`src/rtl/msi_enc_pkg.sv`:
```
package msi_enc_pkg;
  localparam int PPN_W      = 44;
  localparam int ADDR_W     = 64;
  localparam int PAGE_SHIFT = 12;
  localparam int HART_W     = 14;
  localparam int GUEST_W    = 6;
  localparam int EIID_W     = 11;

  typedef struct packed {
    logic        lock;
    logic [4:0]  grp_shift;
    logic [2:0]  guest_w;
    logic [2:0]  grp_w;
    logic [3:0]  hart_w;
    logic [11:0] base_hi;
  } addr_cfg_t;

  typedef struct packed {
    logic [HART_W-1:0]  hart;
    logic [GUEST_W-1:0] guest;
    logic [EIID_W-1:0]  eiid;
  } tgt_t;

  function automatic addr_cfg_t unpack_hi(input logic [31:0] w);
    addr_cfg_t c;
    c.lock      = w[31];
    c.grp_shift = w[28:24];
    c.guest_w   = w[22:20];
    c.grp_w     = w[18:16];
    c.hart_w    = w[15:12];
    c.base_hi   = w[11:0];
    return c;
  endfunction

  function automatic tgt_t unpack_tgt(input logic [31:0] w);
    tgt_t t;
    t.hart  = w[31:18];
    t.guest = w[17:12];
    t.eiid  = w[10:0];
    return t;
  endfunction

  function automatic logic [PPN_W-1:0] low_ones(input logic [3:0] w);
    return (PPN_W'(1) << w) - PPN_W'(1);
  endfunction

  function automatic logic [PPN_W-1:0] compose_ppn(input logic [31:0] lo,
                                                   input addr_cfg_t c,
                                                   input tgt_t t);
    logic [PPN_W-1:0] base, gst, hlo, grp;
    base = {c.base_hi, lo};
    gst  = PPN_W'(t.guest) & low_ones({1'b0, c.guest_w});
    hlo  = (PPN_W'(t.hart) & low_ones(c.hart_w)) << c.guest_w;
    grp  = ((PPN_W'(t.hart) >> c.hart_w) & low_ones({1'b0, c.grp_w}))
           << ({1'b0, c.grp_shift} + 6'd12);
    return base | gst | hlo | grp;
  endfunction

  function automatic logic [ADDR_W-1:0] compose_addr(input logic [31:0] lo,
                                                     input addr_cfg_t c,
                                                     input tgt_t t);
    return {{(ADDR_W-PPN_W-PAGE_SHIFT){1'b0}}, compose_ppn(lo, c, t),
            {PAGE_SHIFT{1'b0}}};
  endfunction
endpackage

```
`src/rtl/msi_cfg_regs.sv`:
```
module msi_cfg_regs
  import msi_enc_pkg::*;
(
  input  logic        clk,
  input  logic        rst_n,
  input  logic        cfg_we,
  input  logic        cfg_sel,
  input  logic [31:0] cfg_wdata,
  output logic [31:0] cfg_lo_q,
  output addr_cfg_t   cfg_hi_q,
  output logic        cfg_lock
);
  logic wr_lo, wr_hi;

  assign cfg_lock = cfg_hi_q.lock;
  assign wr_lo    = cfg_we && !cfg_sel && !cfg_lock;
  assign wr_hi    = cfg_we &&  cfg_sel && !cfg_lock;

  always_ff @(posedge clk or negedge rst_n) begin
    if (!rst_n)     cfg_lo_q <= '0;
    else if (wr_lo) cfg_lo_q <= cfg_wdata;
  end

  always_ff @(posedge clk or negedge rst_n) begin
    if (!rst_n)     cfg_hi_q <= '0;
    else if (wr_hi) cfg_hi_q <= unpack_hi(cfg_wdata);
  end
endmodule

```
`src/rtl/msi_target_store.sv`:
```
module msi_target_store
  import msi_enc_pkg::*;
#(
  parameter int NSRC  = 8,
  parameter int SRC_W = 3
) (
  input  logic             clk,
  input  logic             rst_n,
  input  logic             tgt_we,
  input  logic [SRC_W-1:0] tgt_idx,
  input  logic [31:0]      tgt_wdata,
  input  logic [SRC_W-1:0] rd_idx,
  output tgt_t             rd_tgt
);
  tgt_t slot_q [NSRC];

  for (genvar s = 0; s < NSRC; s++) begin : g_slot
    always_ff @(posedge clk or negedge rst_n) begin
      if (!rst_n)
        slot_q[s] <= '0;
      else if (tgt_we && tgt_idx == SRC_W'(s))
        slot_q[s] <= unpack_tgt(tgt_wdata);
    end
  end

  assign rd_tgt = slot_q[rd_idx];
endmodule

```
`src/rtl/msi_issue.sv`:
```
module msi_issue
  import msi_enc_pkg::*;
#(
  parameter int NSRC  = 8,
  parameter int SRC_W = 3
) (
  input  logic              clk,
  input  logic              rst_n,
  input  logic              mode_on,
  input  logic [NSRC-1:0]   req_vec,
  input  logic [31:0]       cfg_lo_q,
  input  addr_cfg_t         cfg_hi_q,
  input  tgt_t              pick_tgt,
  output logic [SRC_W-1:0]  pick_idx,
  input  logic              msg_ready,
  output logic              msg_valid,
  output logic [ADDR_W-1:0] msg_addr,
  output logic [31:0]       msg_data,
  output logic [NSRC-1:0]   clr_pend,
  output logic              launch,
  output logic              handshake
);
  typedef enum logic [1:0] {ST_IDLE, ST_SEND, ST_CLEAR} st_t;

  st_t              st_q;
  logic             pick_any;
  logic [SRC_W-1:0] sel_q;

  always_comb begin
    pick_idx = '0;
    pick_any = 1'b0;
    for (int s = NSRC - 1; s >= 0; s--) begin
      if (req_vec[s]) begin
        pick_idx = SRC_W'(s);
        pick_any = 1'b1;
      end
    end
  end

  assign launch    = (st_q == ST_IDLE) && mode_on && pick_any;
  assign handshake = (st_q == ST_SEND) && msg_ready;
  assign msg_valid = (st_q == ST_SEND);

  always_ff @(posedge clk or negedge rst_n) begin
    if (!rst_n) begin
      st_q     <= ST_IDLE;
      sel_q    <= '0;
      msg_addr <= '0;
      msg_data <= '0;
    end else begin
      case (st_q)
        ST_IDLE: if (launch) begin
          st_q     <= ST_SEND;
          sel_q    <= pick_idx;
          msg_addr <= compose_addr(cfg_lo_q, cfg_hi_q, pick_tgt);
          msg_data <= 32'(pick_tgt.eiid);
        end
        ST_SEND:  if (handshake) st_q <= ST_CLEAR;
        ST_CLEAR: st_q <= ST_IDLE;
        default:  st_q <= ST_IDLE;
      endcase
    end
  end

  always_comb begin
    clr_pend = '0;
    if (st_q == ST_CLEAR) clr_pend[sel_q] = 1'b1;
  end
endmodule

```
`src/rtl/msi_addr_composer.sv`:
```
module msi_addr_composer
  import msi_enc_pkg::*;
#(
  parameter int NSRC = 8,
  localparam int SRC_W = (NSRC > 1) ? $clog2(NSRC) : 1
) (
  input  logic              clk,
  input  logic              rst_n,
  input  logic              cfg_we,
  input  logic              cfg_sel,
  input  logic [31:0]       cfg_wdata,
  input  logic              tgt_we,
  input  logic [SRC_W-1:0]  tgt_idx,
  input  logic [31:0]       tgt_wdata,
  input  logic              dom_msi_mode,
  input  logic              dom_enable,
  input  logic [NSRC-1:0]   src_pending,
  input  logic [NSRC-1:0]   src_enable,
  output logic              msg_valid,
  input  logic              msg_ready,
  output logic [ADDR_W-1:0] msg_addr,
  output logic [31:0]       msg_data,
  output logic [NSRC-1:0]   clr_pend
);
  logic [31:0]      cfg_lo_q;
  addr_cfg_t        cfg_hi_q;
  logic             cfg_lock;
  logic             mode_on;
  logic [NSRC-1:0]  req_vec;
  logic [SRC_W-1:0] pick_idx;
  tgt_t             pick_tgt;
  logic             launch, handshake;

  assign mode_on = dom_msi_mode & dom_enable;
  assign req_vec = src_pending & src_enable;

  msi_cfg_regs u_cfg (
    .clk, .rst_n, .cfg_we, .cfg_sel, .cfg_wdata,
    .cfg_lo_q, .cfg_hi_q, .cfg_lock
  );

  msi_target_store #(.NSRC(NSRC), .SRC_W(SRC_W)) u_tgt (
    .clk, .rst_n, .tgt_we, .tgt_idx, .tgt_wdata,
    .rd_idx(pick_idx), .rd_tgt(pick_tgt)
  );

  msi_issue #(.NSRC(NSRC), .SRC_W(SRC_W)) u_issue (
    .clk, .rst_n, .mode_on, .req_vec, .cfg_lo_q, .cfg_hi_q, .pick_tgt,
    .pick_idx, .msg_ready, .msg_valid, .msg_addr, .msg_data, .clr_pend,
    .launch, .handshake
  );
endmodule

```
`config.mk`:
```
export PLATFORM = sky130hd
export DESIGN_NAME = msi_addr_composer
export DESIGN_NICKNAME = d
export VERILOG_FILES = /design/src/rtl/msi_enc_pkg.sv /design/src/rtl/msi_cfg_regs.sv /design/src/rtl/msi_target_store.sv /design/src/rtl/msi_issue.sv /design/src/rtl/msi_addr_composer.sv
export SDC_FILE = /design/constraint.sdc
export NUM_CORES = 1
export LEC_CHECK = 0
export BUFFER_PORTS_ARGS = -buffer_cell sky130_fd_sc_hd__buf_4
export CAP_MARGIN = 20
export CORE_MARGIN = 2
export CORE_UTILIZATION = 30
export CTS_CLUSTER_SIZE = 16
export DETAILED_ROUTE_END_ITERATION = 10
export SLEW_MARGIN = 0
export SYNTH_ARGS = -nofsm -noshare
export SYNTH_HDL_FRONTEND = slang
export SYNTH_SLANG_ARGS = --single-unit
```
`constraint.sdc`:
```
create_clock -name clk -period 9.7 [get_ports clk]
set_input_delay 0.97 -clock clk [delete_from_list [all_inputs] [get_ports clk]]
set_output_delay 0.97 -clock clk [all_outputs]
set_load 0.005 [all_outputs]
```
==> results of run 1 <==
-- final timing paths --
path / start / to / slack [ns] / cells past startpoint
worst max-delay path: src_pending[0] / u_issue.msg_addr[25]$_DFFE_PN0P_ / 4.42 / 14
worst max register to register: u_cfg.cfg_hi_q[24]$_DFFE_PN0P_ / u_issue.msg_addr[25]$_DFFE_PN0P_ / 5.25 / 6
worst min-delay path: rst_n / u_tgt.slot_q[5]$_DFFE_PN0P_ / 0.40 / 1
max in group asynchronous: rst_n / u_tgt.slot_q[142]$_DFFE_PN0P_ / 7.89 / 2
worst min register to register: u_issue.msg_data[5]$_DFFE_PN0P_ / u_issue.msg_data[5]$_DFFE_PN0P_ / 0.47 / 2
min in group clk: u_issue.msg_data[5]$_DFFE_PN0P_ / u_issue.msg_data[5]$_DFFE_PN0P_ / 0.47 / 2
-- flip-flops by register name (all words and copies together), names as in the netlist --
| register | cells |
|---|---|
| u_issue.st_q | 2 |
| u_tgt.slot_q | 248 |
| u_issue.msg_addr | 44 |
| u_issue.msg_data | 11 |
| u_cfg.cfg_hi_q | 27 |
| u_cfg.cfg_lock | 1 |
| u_issue.sel_q | 3 |
| u_cfg.cfg_lo_q | 32 |
-- area by class of cell --
| class | instances | area (µm²) | area share |
|---|---|---|---|
| multi-input cells | 1189 | 9380 | 0.417 |
| flip-flops and latches | 368 | 9210 | 0.409 |
| repair buffers | 180 | 1370 | 0.0609 |
| clock buffers | 57 | 1170 | 0.0518 |
| well taps | 846 | 1060 | 0.0470 |
| clock inverters | 16 | 220 | 0.00978 |
| inverters | 27 | 101 | 0.00450 |
| diodes | 1 | 2.50 | 0.000111 |
-- power groups by stage --
stage / Clock [W] / Sequential, W / Combinational [W]
floorplan: 0 / 0.00216 / 0.00128
global placement: 0 / 0.00227 / 0.00185
detailed placement: 0 / 0.00229 / 0.00189
CTS: 0.00163 / 0.00227 / 0.00189
global route: 0.00169 / 0.00232 / 0.00206
finish: 0.00159 / 0.00227 / 0.00190
-- per-layer routing --
metal	vias up	track usage	share of wire	wire length (µm)
met2	469	0.267	0.47	26100
met5	-	0	0.00054	30
li1	6437	-	-	-
met3	74	0.0286	0.060	3370
met1	7302	0.229	0.45	25300
met4	4	0.0363	0.019	1080
-- cell families after synthesis --
logic type	count (synthesis)	synth area share
adders and majority gates	3	0.00195
DFF	368	0.478
xor gates and xnor gates	2	0.000909
buffers and inverters	178	0.0460
other	1	0.000195
AOI/OAI and AO/OA	307	0.117
and+or+nand+nor	432	0.104
muxes	404	0.252
-- synthesized netlist by cell type (8+ instances only) --
master / number
mux2i_1: 60
a22o_1: 8
nand4_1: 14
mux2_2: 309
clkbuf_1: 69
a21oi_1: 54
a211o_1: 8
buf_1: 23
a41oi_1: 10
o211ai_1: 16
buf_4: 48
nand3_1: 81
dfrtp_1: 368
o22ai_1: 12
a21o_1: 9
nor3_1: 36
mux4_2: 33
nor2_1: 101
nand2_1: 144
a22oi_1: 20
o21ai_0: 38
a31oi_1: 21
inv_1: 23
a211oi_1: 22
-- through the flow --
step / util / instances / hold slack (ns) / worst slack (ns) / area [µm²]
after floorplan: - / 1735 / 0.456 / 5.16 / 19400
after global placement: 0.334 / 2610 / 0.459 / 3.94 / 21100
after detailed placement: 0.334 / 2610 / 0.461 / 3.94 / 21100
after CTS: 0.356 / 2683 / 0.414 / 4.49 / 22500
after global routing: 0.356 / 2684 / 0.428 / 4.26 / 22500
final: 0.356 / 2684 / 0.399 / 4.42 / 22500
==> results.json, run 1 <==
{
  "synth_warnings": 0,
  "synth.top_cell.area_share": 0.478,
  "drive_gt1_frac": 0.339,
  "cellLeakagePower_nw": 9.39,
  "finalCritPeriodShare": 0.545,
  "worstSkewPairLatency_ns": 0.56,
  "synth_cells": 1695,
  "arrival_ns": 5.69,
  "final_common_cell": "dfrtp_1",
  "powerDensity_nw_per_um2": 256,
  "gr-total-overflow": 0,
  "dr.pass1.iters": 5,
  "slew_violations": 0,
  "endpoint_kind": "register",
  "outcome": "finished, final reports clean",
  "crit_path_max_fanout": 44,
  "dp_hpwl_um": 37500,
  "seq_power_share": 0.395,
  "cts_made_buffers": 40,
  "die-area_um2": 66300,
  "cp_slowest_stage_delay_ns": 0.59,
  "holdBufCountCts": 0,
  "worstMarginPinSlew_ns": 1.06,
  "post_cts_buffers": 0,
  "antenna_found_initial": 3,
  "ys_seq_area_frac": 0.478,
  "switchingPower_w": 0.00200,
  "hold_viol": 0,
  "track_usage": 0.164,
  "synth_edf_count": 0,
  "cpLargestDelayFamily": "compound AO/OA/AOI/OAI gates",
  "fill_cells": 6326,
  "synth_area_um2": 19300,
  "cts_max_path_buffers": 3,
  "drt-initial-drc-count": 997,
  "cts_root_buffer": "clkbuf_16",
  "die_h_um": 257,
  "remaining_drc_errors": 0,
  "yosysTopAreaCell": "dfrtp_1",
  "cts_sinks": 368,
  "p_comb_frac": 0.329,
  "worst_ep_required_time_ns": 10.10,
  "wl_per_cell_um": 20.8,
  "synth_cell_types": 84,
  "max_freq_mhz": 189,
  "grt_pass1_vias": 14100,
  "crit_buf_inv": 2,
  "cts_tree": "yes",
  "wirelength_um": 55900,
  "portBuffers": 153,
  "clockPowerShare": 0.276,
  "final.min_clock_period_ns": 5.28,
  "p_sw_frac": 0.348,
  "skew_ns": 0.0222,
  "crit_chain": "buf_4 -> and2_1 -> a221o_2 -> o22ai_4 -> buf_4 -> mux4_2 -> mux2i_1 -> a22oi_1 -> nand3_1 -> a2111o_1 -> a21oi_4 -> mux4_2 -> a2111oi_0 -> nor2_1",
  "synth_area_leaders": "dfrtp_1 (48%), mux2_2 (18%), mux4_2 (3.9%), mux2i_1 (3.1%), nand2_1 (2.8%)",
  "hold_path_class": "in2async",
  "areaGrowthSynthToFinish_pct": 16.8,
  "synth.ff_latch_count": 368,
  "setup_violations": 0,
  "slowest_stage": "mux4_2",
  "grt_pass1_wl_um": 85600,
  "cap_violations": 0,
  "final_cell_mix": "dfrtp_1 (368), mux2_2 (309), buf_4 (178), nand2_1 (143), nor2_1 (101)",
  "die_x_um": 257,
  "grt_start_max_net_pins": 142,
  "crit_type": "in2reg",
  "nets": 1900,
  "detail-route-antenna-nets": 0,
  "cts_resized": 0,
  "synthFlopType": "dfrtp_1",
  "cp-start-kind": "primary input",
  "rsz0062_at_grt": "no",
  "num_vias": 14300,
  "initial_utilization": 0.304,
  "ioPinCount": 196,
  "via_per_inst": 5.32,
  "core_um2": 63300,
  "synth_area_per_cell_um2": 11.4,
  "peakVddDrop_v": 0.000138,
  "ctsHtreeMaxLevel": 2,
  "slew_headroom": 0.293,
  "clk_pin_slew_ns": 0.06,
  "placementRows": 92,
  "async_flop_share": 1.00,
  "power.total_w": 0.00576,
  "p_int_w": 0.00376,
  "gp_congestion": 0.888,
  "setup_tns_ns": 0
}
Power figures use the tool's default switching activity.
==> run 2: changes to the inputs <==
==> constraint.sdc (replaced) <==
create_clock -name clk -period 5.5 [get_ports clk]
set_input_delay 0.55 -clock clk [delete_from_list [all_inputs] [get_ports clk]]
set_output_delay 0.55 -clock clk [all_outputs]
set_load 0.005 [all_outputs]
==> results.json, run 2 (synthesized netlist as in run 1, its figures left out) <==
{
  "portBuffers": 153,
  "crit_path_max_fanout": 33,
  "fill_cells": 6244,
  "worst_ep_required_time_ns": 5.95,
  "endpoint_kind": "register",
  "largestRegisters": "u_tgt.slot_q (248), u_issue.msg_addr (44), u_cfg.cfg_lo_q (32)",
  "setup_tns_ns": 0,
  "reg2reg_depth": 17,
  "finalCritPeriodShare": 0.885,
  "clockPowerShare": 0.268,
  "arrival_ns": 5.32,
  "nets": 1913,
  "dr.pass1.iters": 5,
  "cts_max_path_buffers": 3,
  "worst_r2r_startpoint": "u_cfg.cfg_hi_q[12]$_DFFE_PN0P_",
  "largest_reg_flops": 248,
  "hold_viol": 1,
  "max_freq_mhz": 205,
  "drive_gt1_frac": 0.343,
  "final_cell_mix": "dfrtp_1 (368), mux2_2 (309), buf_4 (188), nand2_1 (143), nor2_1 (101)",
  "detail-route-antenna-nets": 0,
  "cap_violations": 0,
  "violations": "negative hold slack",
  "largest_register": "u_tgt.slot_q",
  "antenna_found_initial": 3,
  "fin_hold_ws_ns": -0.000111,
  "cts_sinks": 368,
  "diodes": 0,
  "powerDensity_nw_per_um2": 449,
  "cts_root_buffer": "clkbuf_16",
  "peakVddDrop_v": 0.000228,
  "hold_path_class": "in2async",
  "top_layer": "met5",
  "initial_utilization": 0.304,
  "cts_resized": 0,
  "track_usage": 0.168,
  "placementRows": 92,
  "rsz0062_at_grt": "no",
  "die_x_um": 257,
  "p_int_w": 0.00657,
  "wirelength_um": 56600,
  "dp_slack_ns": 0.127,
  "wl_met2_um": 26300,
  "skew_ns": 0.0212,
  "dp_cells": 2622,
  "timing.rr.end": "u_issue.msg_addr[25]$_DFFE_PN0P_",
  "core_um2": 63300,
  "outcome": "complete, but fails checks",
  "r2r_setup_slack_ns": 1.16,
  "cts_tree": "yes",
  "cp-start-kind": "primary input",
  "setup_violations": 0,
  "worstSkewPairLatency_ns": 0.57,
  "final_common_cell": "dfrtp_1",
  "die-area_um2": 66300,
  "slew_headroom": 0.357,
  "final.min_clock_period_ns": 4.87,
  "post_cts_buffers": 0,
  "slew_violations": 0,
  "grt_pass1_wl_um": 87400,
  "wirelength_met1_um": 25900,
  "areaGrowthSynthToFinish_pct": 17.0,
  "drt-initial-drc-count": 1170,
  "gr-total-overflow": 0,
  "holdBufCountCts": 0,
  "final_cells": 2689,
  "met3_length_um": 3410,
  "die_h_um": 257,
  "clk_pin_slew_ns": 0.06,
  "p_sw_frac": 0.351,
  "cellLeakagePower_nw": 9.41,
  "ioPinCount": 196,
  "dp_hpwl_um": 38300,
  "cp-startpoint": "src_pending[2]",
  "fin_ws_ns": 0.632,
  "wl_per_cell_um": 21.0,
  "endpoint": "u_issue.msg_addr[25]$_DFFE_PN0P_",
  "post-route-util": 0.356,
  "crit_type": "in2reg",
  "remaining_drc_errors": 0,
  "grt_start_max_net_pins": 137,
  "seq_power_share": 0.399,
  "worstMarginPinSlew_ns": 0.958,
  "cts_made_buffers": 41,
  "gp_congestion": 0.922,
  "p_comb_frac": 0.333,
  "grt_pass1_vias": 14500,
  "num_vias": 14400,
  "ctsHtreeMaxLevel": 2,
  "via_per_inst": 5.35,
  "switchingPower_w": 0.00355
}
## run 2: changes by cell type in the layout (fill, tap and decap cells not counted), moves of 2 or more
| cell | change |
|---|---|
| buf_12 | +2 |
| bufinv_16 | -2 |
| clkbuf_1 | -3 |
| clkinv_2 | -6 |
| inv_6 | +5 |
| buf_4 | +10 |
## run 2: final cells by class
type	count	area [µm²]	share of cell area
Multi-Input combinational cell	1189	9380	0.416
Inverter	27	101	0.00450
Sequential cell	368	9210	0.408
Clock inverter	12	146	0.00649
Timing Repair Buffer	192	1490	0.0659
Tap cell	846	1060	0.0469
Clock buffer	55	1170	0.0518
## run 2: stage by stage
stage,cell area [µm²],power [W]
floorplan,19400,0.00607
global placement,21200,0.00731
detailed placement,21200,0.00741
CTS,22500,0.0102
global route,22500,0.0107
finish,22500,0.0101
## run 2: worst min-delay path by stage
| stage | from | end | slack (ns) | cells after the start |
|---|---|---|---|---|
| 3_5_place_dp | u_issue.msg_data[2]$_DFFE_PN0P_ | u_issue.msg_data[2]$_DFFE_PN0P_ | 0.46 | 2 |
| 6_report | rst_n | u_tgt.slot_q[98]$_DFFE_PN0P_ | -0.0001 | 1 |
| 3_3_place_gp | u_issue.msg_data[3]$_DFFE_PN0P_ | u_issue.msg_data[3]$_DFFE_PN0P_ | 0.46 | 2 |
| 2_1_floorplan | rst_n | u_cfg.cfg_hi_q[0]$_DFFE_PN0P_ | 0.25 | 0 |
| 5_1_grt | rst_n | u_tgt.slot_q[5]$_DFFE_PN0P_ | 0.09 | 1 |
| 4_1_cts | rst_n | u_issue.msg_data[5]$_DFFE_PN0P_ | 0.05 | 1 |
## run 2: power by group through the flow
stage / Clock [W] / Combinational, W / Sequential, W
after detailed placement: 0 / 0.00334 / 0.00407
final: 0.00271 / 0.00336 / 0.00404
after global routing: 0.00289 / 0.00367 / 0.00413
after global placement: 0 / 0.00328 / 0.00403
after CTS: 0.00278 / 0.00335 / 0.00403
after floorplan: 0 / 0.00226 / 0.00381
## run 2: worst max-delay path, stage by stage
cell	delay [ns]
buf_4	0.11
a22o_1	0.32
a211oi_4	0.63
buf_12	0.33
mux2i_1	0.25
nand3_1	0.12
nand4_1	0.39
mux4_2	0.37
o21ai_0	0.10
and4_1	0.24
o22a_1	0.28
mux4_2	0.55
a2111oi_0	0.79
buf_4	0.23
nor2_1	0.04
## run 2: per-layer routing
layer,global-route usage,vias up
met5,0,-
met2,0.269,488
met3,0.0296,73
li1,-,6454
met4,0.0385,4
met1,0.237,7373
